$ cat src/rtl/fcs_pkg.sv
package fcs_pkg;
    localparam int unsigned DEF_CRC_W  = 32;
    localparam int unsigned DEF_BYTE_W = 8;
    localparam logic [31:0] DEF_POLY   = 32'h04C1_1DB7;

    typedef enum logic {
        MODE_PAYLOAD = 1'b0,
        MODE_FCS     = 1'b1
    } mode_e;
endpackage

$ cat src/rtl/fcs_crc_step.sv
module fcs_crc_step #(
    parameter int unsigned CRC_W  = 32,
    parameter int unsigned BYTE_W = 8,
    parameter logic [CRC_W-1:0] POLY = 32'h04C1_1DB7
) (
    input  logic [CRC_W-1:0]  crc_in,
    input  logic [BYTE_W-1:0] data_in,
    output logic [CRC_W-1:0]  crc_out
);
    // byte enters bit-reversed so its bit 0 is shifted in first
    logic [BYTE_W-1:0] rev;
    logic [CRC_W-1:0]  stage [BYTE_W+1];

    assign stage[0] = crc_in;

    for (genvar i = 0; i < BYTE_W; i++) begin : g_rev
        assign rev[i] = data_in[BYTE_W-1-i];
    end

    for (genvar i = 0; i < BYTE_W; i++) begin : g_shift
        logic fb;
        assign fb = stage[i][CRC_W-1] ^ rev[BYTE_W-1-i];
        assign stage[i+1] = {stage[i][CRC_W-2:0], 1'b0} ^ (fb ? POLY : '0);
    end

    assign crc_out = stage[BYTE_W];
endmodule

$ cat src/rtl/fcs_finalize.sv
module fcs_finalize #(
    parameter int unsigned CRC_W = 32
) (
    input  logic [CRC_W-1:0] crc_in,
    output logic [CRC_W-1:0] fcs_out
);
    for (genvar i = 0; i < CRC_W; i++) begin : g_bit
        assign fcs_out[i] = ~crc_in[CRC_W-1-i];
    end
endmodule

$ cat src/rtl/fcs_append.sv
module fcs_append
    import fcs_pkg::*;
#(
    parameter int unsigned CRC_W  = DEF_CRC_W,
    parameter int unsigned BYTE_W = DEF_BYTE_W,
    parameter logic [CRC_W-1:0] POLY = DEF_POLY
) (
    input  logic              clk,
    input  logic              rst,
    input  logic              in_valid,
    input  logic [BYTE_W-1:0] in_data,
    input  logic              in_last,
    output logic              in_ready,
    output logic              out_valid,
    output logic [BYTE_W-1:0] out_data,
    output logic              out_last
);
    localparam int unsigned FCS_BYTES = CRC_W / BYTE_W;
    localparam int unsigned IDX_W     = (FCS_BYTES > 1) ? $clog2(FCS_BYTES) : 1;
    localparam logic [IDX_W-1:0] LAST_IDX = IDX_W'(FCS_BYTES - 1);
    localparam logic [CRC_W-1:0] SEED = '1;

    typedef struct packed {
        mode_e             mode;
        logic [CRC_W-1:0]  crc;
        logic              sof;
        logic [IDX_W-1:0]  idx;
        logic              ov;
        logic [BYTE_W-1:0] od;
        logic              ol;
    } state_t;

    state_t st_d, st_q;

    logic [CRC_W-1:0]  step_in;
    logic [CRC_W-1:0]  step_out;
    logic [CRC_W-1:0]  fcs_word;
    logic [BYTE_W-1:0] fcs_byte;

    assign step_in  = st_q.sof ? SEED : st_q.crc;
    assign fcs_byte = fcs_word[st_q.idx*BYTE_W +: BYTE_W];

    fcs_crc_step #(
        .CRC_W  (CRC_W),
        .BYTE_W (BYTE_W),
        .POLY   (POLY)
    ) u_step (
        .crc_in  (step_in),
        .data_in (in_data),
        .crc_out (step_out)
    );

    fcs_finalize #(
        .CRC_W (CRC_W)
    ) u_fin (
        .crc_in  (st_q.crc),
        .fcs_out (fcs_word)
    );

    always_comb begin
        st_d    = st_q;
        st_d.ov = 1'b0;
        st_d.ol = 1'b0;
        unique case (st_q.mode)
            MODE_PAYLOAD: begin
                if (in_valid) begin
                    st_d.ov  = 1'b1;
                    st_d.od  = in_data;
                    st_d.crc = step_out;
                    st_d.sof = 1'b0;
                    if (in_last) begin
                        st_d.mode = MODE_FCS;
                        st_d.idx  = '0;
                    end
                end
            end
            MODE_FCS: begin
                st_d.ov  = 1'b1;
                st_d.od  = fcs_byte;
                st_d.idx = st_q.idx + 1'b1;
                if (st_q.idx == LAST_IDX) begin
                    st_d.ol   = 1'b1;
                    st_d.mode = MODE_PAYLOAD;
                    st_d.sof  = 1'b1;
                    st_d.idx  = '0;
                end
            end
            default: st_d.mode = MODE_PAYLOAD;
        endcase
    end

    always_ff @(posedge clk) begin
        if (rst) begin
            st_q.mode <= MODE_PAYLOAD;
            st_q.crc  <= SEED;
            st_q.sof  <= 1'b1;
            st_q.idx  <= '0;
            st_q.ov   <= 1'b0;
            st_q.od   <= '0;
            st_q.ol   <= 1'b0;
        end else begin
            st_q <= st_d;
        end
    end

    assign in_ready  = (st_q.mode == MODE_PAYLOAD);
    assign out_valid = st_q.ov;
    assign out_data  = st_q.od;
    assign out_last  = st_q.ol;
endmodule

$ cat config.mk
export PLATFORM = sky130hd
export DESIGN_NAME = fcs_append
export DESIGN_NICKNAME = d
export VERILOG_FILES = /design/src/rtl/fcs_pkg.sv /design/src/rtl/fcs_crc_step.sv /design/src/rtl/fcs_finalize.sv /design/src/rtl/fcs_append.sv
export SDC_FILE = /design/constraint.sdc
export NUM_CORES = 1
export LEC_CHECK = 0
export BUFFER_PORTS_ARGS = -buffer_cell sky130_fd_sc_hd__buf_2
export CAP_MARGIN = 10
export CORE_ASPECT_RATIO = 0.9
export CORE_UTILIZATION = 55
export CTS_BUF_LIST = sky130_fd_sc_hd__clkbuf_8
export DETAILED_ROUTE_END_ITERATION = 8
export PLACE_DENSITY = 0.77
export SETUP_SLACK_MARGIN = 0.05
export SLEW_MARGIN = 15
export SYNTH_ARGS = -nofsm -noshare
export SYNTH_HDL_FRONTEND = slang
export SYNTH_SLANG_ARGS = --single-unit
$ cat constraint.sdc
create_clock -name clk -period 1.9 [get_ports clk]
set_clock_uncertainty 0.2 [all_clocks]
set_input_delay 0.285 -clock clk [delete_from_list [all_inputs] [get_ports clk]]
set_output_delay 0.285 -clock clk [all_outputs]
set_load 0.05 [all_outputs]
; After elaboration in Yosys (flattened, before gate mapping)
; Cells that the tools add are included.
; W data, S select, Z words.
[totals]
reg_bits = 46
latchBits = 0
mem_bits_rw = 0
mem_bits_ro = 0
output_inout_bits = 11
wordCells = 83
mem_count = 0
[op_classes]
add_sub_neg = 1
n_mul = 0
n_div = 0
order_cmp = 0
n_eq_ne = 4
shift = 1
n_mux = 17
bitwise = 49
reduce_logical = 4
[op_table]
columns = cell, n
row1 = $xor A32 B32 Y32, 8
row2 = $mux W27, 8
row3 = $mux W45, 1
row4 = $not A1 Y1, 33
row5 = $mux W32, 1
row6 = $shiftx A32 B6 Y8, 1
row7 = $pmux W12 S2, 1
row8 = $xor A1 B1 Y1, 8
row9 = $reduce_and A2 Y1, 3
row10 = $ne A2 B2 Y1 const B, 2
row11 = $mux W1, 3
row12 = $mux W3, 1
row13 = $add A2 B1 Y2 const B, 1
row14 = $eq A2 B2 Y1 const B, 1
row15 = $mux W2, 1
row16 = $ne A2 B1 Y1 const B, 1
row17 = $pmux W1 S2, 1
row18 = $reduce_or A2 Y1, 1

; Depth between registers and ports, before layout
; Gate-level depths: netlist of the first run.
[logic_depth]
ltp_word = 27
mapped_depth = 7
mapped_depth_nobuf = 6

; Cells and area by module
; From an unflattened synthesis of the first run, not the netlist that was laid out.
[unflattened]
hier_cells = 331
area_unflattened_um2 = 3340.7
[by_module_without_submodules]
columns = mod, instances, cells_per_inst, area_each_um2, seq_area_each_um2
row1 = fcs_append, 1, 233, 2289.7, 920.9
row2 = fcs_crc_step, 1, 66, 930.9, 0.0
row3 = fcs_finalize, 1, 32, 120.1, 0.0

; Worst setup path before layout of the first run
; OpenSTA, ideal clock, no wires.
[synth_timing]
path_type = register to register
startpoint = register st_q[43] (netlist name)
endpoint = register st_q[21] (netlist name)
setup_time_ns = 0.133
arrival_time_ns = 1.655
path_slack_ns = -0.088
path_stages_with_launch = 8
n_path_buf = 1
path_cell_list = dfxtp_1 > buf_6 > xor2_1 > nand3_2 > a211oi_2 > o211ai_1 > a2111oi_0 > nor3_1
[synth_via]
elab_chain_cells = 13
[synth_lines]
columns = element, line
row1 = start: declaration, fcs_append.sv:33  ; state_t st_d, st_q;
row2 = start signal: assignment, fcs_append.sv:102  ; st_q <= st_d;
row3 = $mux W32 (*), fcs_append.sv:40  ; assign step_in = st_q.sof ? SEED : st_q.crc;
row4 = $xor A32 B32 Y32 (*), fcs_crc_step.sv:23  ; assign stage[i+1] = {stage[i][CRC_W-2:0], 1'b0} ^ (fb ? POLY : '0);
row5 = $xor A1 B1 Y1 (*), fcs_crc_step.sv:22  ; assign fb = stage[i][CRC_W-1] ^ rev[BYTE_W-1-i];
row6 = $mux W27 (*), fcs_crc_step.sv:23
row7 = $xor A32 B32 Y32 (*) (6 in a row), fcs_crc_step.sv:23
row8 = $xor A1 B1 Y1, fcs_crc_step.sv:22
row9 = $mux W27, fcs_crc_step.sv:23
row10 = $xor A32 B32 Y32 (*), fcs_crc_step.sv:23
; Every way passes the cells marked *; elsewhere a longest branch is shown, timed or not.
; A chain may end at the register's enable or synchronous reset.

; Worst setup path after layout of the first run
[layout_timing]
startpoint = register st_q[44] (netlist name)
endpoint = register st_q[21] (netlist name)
[layout_via]
elab_chain_cells = 13
[layout_lines]
columns = element, line
row1 = $mux W32 (*), fcs_append.sv:40
row2 = $xor A1 B1 Y1 (*), fcs_crc_step.sv:22
row3 = $mux W27 (*), fcs_crc_step.sv:23
row4 = $xor A32 B32 Y32 (*) (6 in a row), fcs_crc_step.sv:23
row5 = $xor A1 B1 Y1, fcs_crc_step.sv:22
row6 = $mux W27, fcs_crc_step.sv:23
row7 = $xor A32 B32 Y32 (*) (2 in a row), fcs_crc_step.sv:23
; Marked as above.

==> impl_metrics.tcl, run 1 <==
set metrics [dict create \
    worstHoldPathType "in -> reg" \
    dp.cells 482 \
    drc 0 \
    gp_congestion 0.918 \
    max_freq_mhz 461 \
    ys_ff_latch 46 \
    die_area_um2 6270 \
    vias 3071 \
    rsz0062_at_grt "true" \
    cts_sinks 46 \
    antenna_found_initial 0 \
    worstHoldStart "in_last" \
    ys_seq_area_share_pct 28.1 \
    maxCapViolCount 0 \
    track_usage_pct 32.5 \
    syn_nets 388 \
    grt_pass1_vias 2892 \
    clk_pin_slew_ps 100 \
    start_util_pct 57.2 \
    slew_headroom_pct 63.7 \
    fin_cells 508 \
    cts_tree "built" \
    via_per_inst 6.05 \
    clkLatencyLatePin_ps 310 \
    first_pass_iters 5 \
    cts_buffer_depth 2 \
    fin_util_pct 77.6 \
    whs_endpoint "st_q[45]" \
    reg2reg_slack_ps -270 \
    yosysWarnings 0 \
    fill_cells 374 \
    whs_ps 58.5 \
    setup_violations 16 \
    postSynthCellCount 375 \
    tightestPinTransition_ps 542 \
    layout_min_cycle_time_ps 2170 \
    min_path_cells 3 \
    ctsHoldBuffers 0 \
    hold_viol 0 \
    grt_first_pass_wirelength_um 15400 \
    layout_commonest_cell "buf_4" \
    dp_hpwl_um 6500 \
    leakage_nw 1.76 \
    dpl_worst_slack_ps -257 \
    period_share_pct 114 \
    failed_checks "negative setup slack" \
    grt_max_degree 30 \
    path_class "reg -> reg" \
    totalWireLength_um 10400 \
    cts_buffers 5 \
    htree_num_levels 2 \
    path_max_fanout 5 \
    coreArea_um2 5730 \
    worstPathRequired_ps 1880 \
    drive_above_1_share_pct 42.0 \
    start_kind "flop" \
    syn_area_um2 3280 \
    critPathCaptureType "flop" \
    io_buffers 22 \
    worst_r2r_endpoint "st_q[21]" \
    outcome "complete, but fails checks" \
    postSynthAreaPerCell_um2 8.74 \
    vdd_ir_drop_max_mv 0.546 \
    powerDensity_nw_per_um2 886 \
    n_antenna_cell 0 \
    nets 450 \
    overflow 0 \
    worst_r2r_path_depth 7 \
    drtIter0Drc 281 \
    drt-wirelength-per-cell_um 20.4 \
    die_h_um 75.2 \
    setup_slack_ps -271 \
    arrival_ps 2150 \
    antenna_left 0 \
    final_cell_mix "58 x buf_4, 40 x xnor2_1, 39 x dfxtp_1" \
    clock_tree.root_cell "clkbuf_8" \
    setup-tns-final_ps -1370 \
    synth_cell_type_count 40 \
    r2r_start "st_q[44]" \
    die_x_um 83.3 \
    syn_to_final_growth_pct 35.6 \
    worstSetupStartpoint "st_q[44]" \
    io_pins 23 \
    report.final.slew_viol_count 0 \
    num_rows 26 \
]
[synth_stat cells (all sizes together)]
master   count  area share [%]
nand2       34             4.2
mux4         8             5.5
nor4         2            0.38
a21oi        8             1.2
clkinv       1            0.11
buf         24             5.2
o211ai      30             6.9
nand2b       1            0.19
a2111oi      2            0.53
o311ai       3            0.80
nor3        14             2.1
and3         4            0.92
nand3        7             1.2
nor2        42             4.9
clkbuf      17             2.0
a211oi      22             5.3
o21ai        6             1.0
nor2b        9             1.7
xnor2       61              18
xor2        25             6.7
a31oi        1            0.19
and2         3            0.57
xnor3        2             1.4
dfxtp       46              28
inv          2            0.23
ha           1            0.38
[worst max-delay path by stage]
| stage | depth (start not counted) | slack (ps) | to |
|---|---|---|---|
| final | 7 | -270 | st_q[21] |
| after global routing | 6 | -350 | st_q[21] |
| after CTS | 7 | -90 | st_q[23] |
| after detailed placement | 7 | -260 | st_q[21] |
| after global placement | 7 | -180 | st_q[24] |
| after floorplan | 7 | -40 | st_q[21] |
[per-stage QoR]
stage                     cell area, um^2  power [mW]
after floorplan                      3350        2.22
after global placement               3730        2.55
after detailed placement             3730        2.59
after CTS                            4240        3.71
after global routing                 4440        4.09
final                                4440        3.93
[timing repair]
action | CTS | global route
hold endpoints to repair | 0 | 0
buffers inserted | 15 | 3
setup endpoints to repair | 19 | 26
resized for setup | 48 | 29
pin swaps | 30 | 23
[logic make-up (layout without fill, tap and decap cells)]
family | Yosys count | count (layout) | synth area share [%]
XOR/XNOR | 88 | 88 | 26.2
AND/OR/NAND/NOR | 116 | 116 | 16.2
adder cells (fa/ha/maj) | 1 | 1 | 0.382
AO/OA/AOI/OAI | 72 | 72 | 16.0
flip-flops | 46 | 46 | 28.1
buffers and inverters | 44 | 107 | 7.52
multiplexers | 8 | 8 | 5.50
[flip-flops by register name (all words and copies together), names as in the netlist]
register	cells
st_q	36
out_data	8
out_last	1
out_valid	1
[worst max-delay path, stage by stage, from the launching register on]
cell,delay (ps)
dfxtp_4,450
xor2_2,190
buf_4,140
a21oi_2,60
o211ai_1,230
o211ai_1,180
a2111oi_1,490
nor3_1,100
[layer usage]
layer	GRT usage, %	vias to the layer above	wire length [um]
met2	55.8	160	5150
met3	5.15	30	729
met5	0	-	0
met1	41.7	1486	4130
li1	-	1395	-
met4	13.8	0	367
[cell type report]
class	instances	area (um^2)	area share [%]
sequential	46	942	21.2
tap	70	87.6	1.97
clock buffer	6	82.6	1.86
inverter	3	12.5	0.282
multi-input combinational	285	2500	56.4
clock inverter	2	60.1	1.35
timing repair buffer	96	752	16.9
[power breakdown]
part           internal [mW]  leakage (nW)  total [mW]  switching, mW
clock network          0.562        0.0714       0.921          0.359
registers               1.08         0.382        1.22          0.132
logic                  0.871          1.31        1.80          0.927
total                   2.52          1.76        3.93           1.42
No activity file was read; power rests on OpenSTA's default activity.
==> run 2, diff against run 1 <==
BUFFER_PORTS_ARGS = not set   (was -buffer_cell sky130_fd_sc_hd__buf_2)
CORE_MARGIN = 2   (was not set)
DONT_BUFFER_PORTS = 1   (was not set)
PLACE_DENSITY = 0.73   (was 0.77)
TNS_END_PERCENT = 1   (was not set)
==> run 2 against run 1 <==
Worst setup slack got worse by 97 ps. First-iteration DRC count rose by 18%. The run ends with negative hold slack, negative setup slack left. Routed wire length fell by 2.3%. Flip-flop and latch count did not move.
==> impl_metrics.tcl, run 2 (same netlist as run 1, synthesis figures left out) <==
set metrics [dict create \
    outcome "complete, but fails checks" \
    failed_checks "negative hold slack, negative setup slack" \
    layout.area.seq_um2 935 \
    critPathCaptureType "flop" \
    slowest_stage "a2111oi_2" \
    die_area_um2 6590 \
    nets 422 \
    n_antenna_cell 0 \
    arrival_ps 2250 \
    tightestPinTransition_ps 717 \
    cts_sinks 46 \
    p_int_mw 2.11 \
    regMostFlops "st_q" \
    place_area_um2 3600 \
    largest_reg_flops 36 \
    worstHoldPathType "in -> reg" \
    setup_slack_ps -367 \
    leakage_nw 1.57 \
    p_seq_share_pct 35.8 \
    whs_ps -3.40 \
    htree_num_levels 2 \
    drt-wirelength-per-cell_um 21.2 \
    drc 0 \
    slew_headroom_pct 52.0 \
    p_sw_share_pct 38.3 \
    start_util_pct 57.2 \
    layout_commonest_cell "buf_4" \
    totalWireLength_um 10100 \
    die_h_um 77.2 \
    vdd_ir_drop_max_mv 0.628 \
    period_share_pct 119 \
    worst_r2r_path_depth 7 \
    track_usage_pct 29.9 \
    hold_viol 1 \
    die_x_um 85.3 \
    drive_above_1_share_pct 35.7 \
    crit_cells 7 \
    via_per_inst 6.23 \
    top_layer "met4" \
    power_mw 3.42 \
    critical-path-max-stage-delay_ps 500 \
    clkLatencyLatePin_ps 300 \
    grt_first_pass_wirelength_um 15400 \
    num_rows 26 \
    antenna_found_initial 0 \
    clock_tree.root_cell "clkbuf_8" \
    gp_congestion 0.898 \
    crit_path_cell_trace "buf_12 -> xor2_2 -> a21oi_1 -> o211ai_1 -> o211ai_1 -> a2111oi_2 -> nor3_1" \
    drtIter0Drc 331 \
    cp.buffers_inverters 1 \
    cp_common_cell "o211ai_1" \
    final_cell_mix "55 x buf_4, 43 x xnor2_1, 39 x dfxtp_1" \
    met1_length_um 4020 \
    rsz0062_at_grt "true" \
    min_path_cells 2 \
    path_max_fanout 4 \
    clockPowerShare_pct 17.4 \
    dp_hpwl_um 6520 \
    dpl_worst_slack_ps -241 \
    multi_input_area_um2 2430 \
    report.final.slew_viol_count 0 \
    syn_to_final_growth_pct 26.0 \
    stdcell_area_um2 4130 \
    cts_buffer_depth 2 \
    io_buffers 0 \
    met3WireLength_um 1020 \
    fill_cells 404 \
    clk_pin_slew_ps 90 \
    route.met2.wl_um 4710 \
    powerDensity_nw_per_um2 828 \
    crit_family "compound AO/OA/AOI/OAI gates" \
    coreArea_um2 5730 \
    worstPathRequired_ps 1880 \
    comb_power_share_pct 46.7 \
    switchingPower_mw 1.31 \
    vias 2982 \
    first_pass_iters 5 \
    grt_pass1_vias 2920 \
    cts_tree "built" \
    io_pins 23 \
    overflow 0 \
    maxCapViolCount 0 \
    antenna_left 0 \
    layout_min_cycle_time_ps 2270 \
    path_class "reg -> reg" \
    cts_buffers 5 \
    max_freq_mhz 441 \
    setup_violations 12 \
    grt_max_degree 27 \
    start_kind "flop" \
]
-- run 2: routing by layer --
| layer | vias up | global-route usage (%) |
|---|---|---|
| met5 | - | 0 |
| met4 | 0 | 10.6 |
| met3 | 34 | 5.71 |
| met2 | 169 | 47.0 |
| met1 | 1439 | 41.1 |
| li1 | 1340 | - |
-- run 2: metrics by stage --
stage	setup TNS [ps]	utilization (%)	std cells
after detailed placement	-1930	62.8	456
final	-1280	72.1	479
after CTS	-620	69.2	473
after floorplan	-139	-	375
after global placement	-971	62.8	456
after global routing	-2670	72.1	479
-- run 2: cell type report --
class / count / share of cell area [%]
clock buffer: 5 / 1.67
timing repair buffer: 68 / 14.0
tap: 70 / 2.12
clock inverter: 2 / 0.242
sequential: 46 / 22.6
multi-input combinational: 285 / 59.0
inverter: 3 / 0.303
-- run 2: worst reg2reg max path: cells and delay by family, from the launching register on --
kind,cells,cell delay (ps)
DFF,1,360
xor gates and xnor gates,1,150
and+or+nand+nor,1,100
AOI/OAI and AO/OA,4,1180
buffers and inverters,1,140
-- run 2: what timing repair did --
item | in CTS | in global routing
hold endpoints to repair | 18 | 14
gates resized for setup | 46 | 20
setup endpoints to repair | 20 | 24
hold buffers | 2 | 3
setup buffers | 8 | 3
pin swaps | 28 | 13
-- run 2: final timing paths --
check | startpoint | end | slack, ps
hold / removal | rst | st_q[20] | -3
setup reg to reg | st_q[43] | st_q[21] | -370
hold reg to reg | st_q[13] | st_q[13] | 320
setup / recovery | st_q[43] | st_q[21] | -370
-- run 2: power groups by stage --
stage,combinational [mW],sequential (mW),clock [mW]
floorplan,1.04,1.17,0
global placement,1.27,1.21,0
detailed placement,1.30,1.22,0
CTS,1.46,1.21,0.596
global route,1.71,1.24,0.628
finish,1.60,1.23,0.596
==> run 3, diff against run 2 <==
PLACE_DENSITY = 0.7   (was 0.73)
SKIP_CTS_REPAIR_TIMING = 1   (was not set)
clock period = 2.3 ns   (was 1.9 ns; I/O delays follow)
==> run 3 against run 2 <==
The flow now finishes without violations. Final cell count decreased by 9.4%. Design area decreased by 16%. Register-to-register slack improved by 500 ps. Critical endpoint is now st_q[24]. Via count decreased by 11%. Non-clock buffer count decreased by 46. Largest power group is now registers. Total power decreased by 25%. Count of clock-buffer cells in the layout increased by 2.
==> impl_metrics.tcl, run 3 (same netlist as run 1, synthesis figures left out) <==
set metrics [dict create \
    cts_buffer_depth 2 \
    reg2reg_slack_ps 140 \
    cts_buffers 5 \
    drtIter0Drc 231 \
    start_util_pct 57.2 \
    n_antenna_cell 0 \
    htree_num_levels 2 \
    worstHoldPathType "in -> reg" \
    critPathCaptureType "flop" \
    whs_endpoint "st_q[12]" \
    worstHoldStart "rst" \
    regMostFlops "st_q" \
    drt-wirelength-per-cell_um 18.8 \
    io_pins 23 \
    hold_viol 0 \
    grt_pass1_vias 2445 \
    worst_r2r_path_depth 6 \
    worstPathRequired_ps 2330 \
    clk_pin_slew_ps 90 \
    arrival_ps 2190 \
    vdd_ir_drop_max_mv 0.391 \
    rsz0062_at_grt "true" \
    clock_tree.root_cell "clkbuf_8" \
    drive_above_1_share_pct 15.9 \
    first_pass_iters 5 \
    powerDensity_nw_per_um2 743 \
    max_freq_mhz 462 \
    antenna_found_initial 0 \
    setup-tns-final_ps 0 \
    die_x_um 85.3 \
    clkLatencyLatePin_ps 310 \
    min_path_cells 2 \
    tightestPinTransition_ps 619 \
    via_per_inst 6.13 \
    gp_congestion 0.946 \
    final_cell_mix "53 x xnor2_1, 44 x dfxtp_1, 41 x nor2_1" \
    outcome "finished, final reports clean" \
    worst_r2r_endpoint "st_q[24]" \
    io_buffers 0 \
    slowest_stage "dfxtp_1" \
    start_kind "flop" \
    overflow 0 \
    cp_common_cell "nor3_1" \
    layout_min_cycle_time_ps 2160 \
    dp_hpwl_um 5930 \
    nets 376 \
    fill_cells 512 \
    cts_sinks 46 \
    leakage_nw 1.26 \
    path_max_fanout 9 \
    setup_violations 0 \
    path_class "reg -> reg" \
    die_h_um 77.2 \
    antenna_left 0 \
    largest_reg_flops 36 \
    slew_headroom_pct 58.7 \
    drc 0 \
    num_rows 26 \
    coreArea_um2 5730 \
    fin_cells 434 \
    fin_util_pct 60.3 \
    cts_tree "built" \
    layout_commonest_cell "xnor2_1" \
    maxCapViolCount 0 \
    syn_to_final_growth_pct 5.46 \
    r2r_start "st_q[12]" \
    grt_max_degree 42 \
    die_area_um2 6590 \
    layout.area.seq_um2 923 \
    report.final.slew_viol_count 0 \
    totalWireLength_um 8170 \
    period_share_pct 94.1 \
    worstSetupStartpoint "st_q[12]" \
    multi_input_area_um2 2140 \
    crit_path_cell_trace "clkinv_1 -> a21oi_1 -> o211ai_1 -> a211oi_1 -> nor3_1 -> nor3_1" \
    critical-path-max-stage-delay_ps 400 \
    track_usage_pct 25.8 \
    grt_first_pass_wirelength_um 13200 \
    dp.cells 423 \
    vias 2660 \
]
==> run 3: changes by cell type in the layout (fill, tap and decap cells not counted), sizes merged <==
cell	before	now
buf	63	19
clkbuf	5	7
dlygate4sd3	5	3
clkinv	3	2
==> run 3: layout make-up <==
class	instances	share of cell area [%]
clock buffers	7	2.79
clock inverters	1	0.254
inverters	3	0.326
multi-input cells	285	62.0
flip-flops and latches	46	26.7
well taps	70	2.54
repair buffers	22	5.36
==> run 3: how the worst max path moves through the flow <==
stage | to | cells past startpoint
2_1_floorplan | st_q[21] | 7
3_3_place_gp | st_q[24] | 6
3_5_place_dp | st_q[24] | 6
4_1_cts | st_q[24] | 6
5_1_grt | st_q[21] | 6
6_report | st_q[24] | 6
==> run 3: where the power goes <==
group          switching (mW)  total (mW)  internal (mW)  leakage (nW)
clock                   0.294       0.570          0.276        0.0544
combinational           0.511       0.967          0.457         0.823
sequential              0.136        1.03          0.894         0.381
total                   0.941        2.57           1.63          1.26
==> run 3: worst max-delay path: cells and delay by family, from the launching register on <==
kind / cells / cell delay [ps]
and+or+nand+nor: 2 / 290
AOI/OAI and AO/OA: 3 / 900
buffers and inverters: 1 / 300
DFF: 1 / 400
==> run 3: metrics by stage <==
step	worst slack, ps	total power, mW	hold slack [ps]	area [um^2]
after floorplan	265	1.81	266	3280
after global placement	158	1.96	221	3290
after detailed placement	36.5	1.98	222	3290
after CTS	41.2	2.54	-107	3390
after global routing	27.0	2.71	5.80	3450
final	136	2.57	10.0	3450
==> run 3: per-layer routing <==
layer	track usage, %	wire length [um]	up-vias
met4	8.10	152	0
met3	3.55	538	14
met2	39.4	3730	96
met1	37.7	3750	1293
li1	-	-	1257
met5	0	0	-
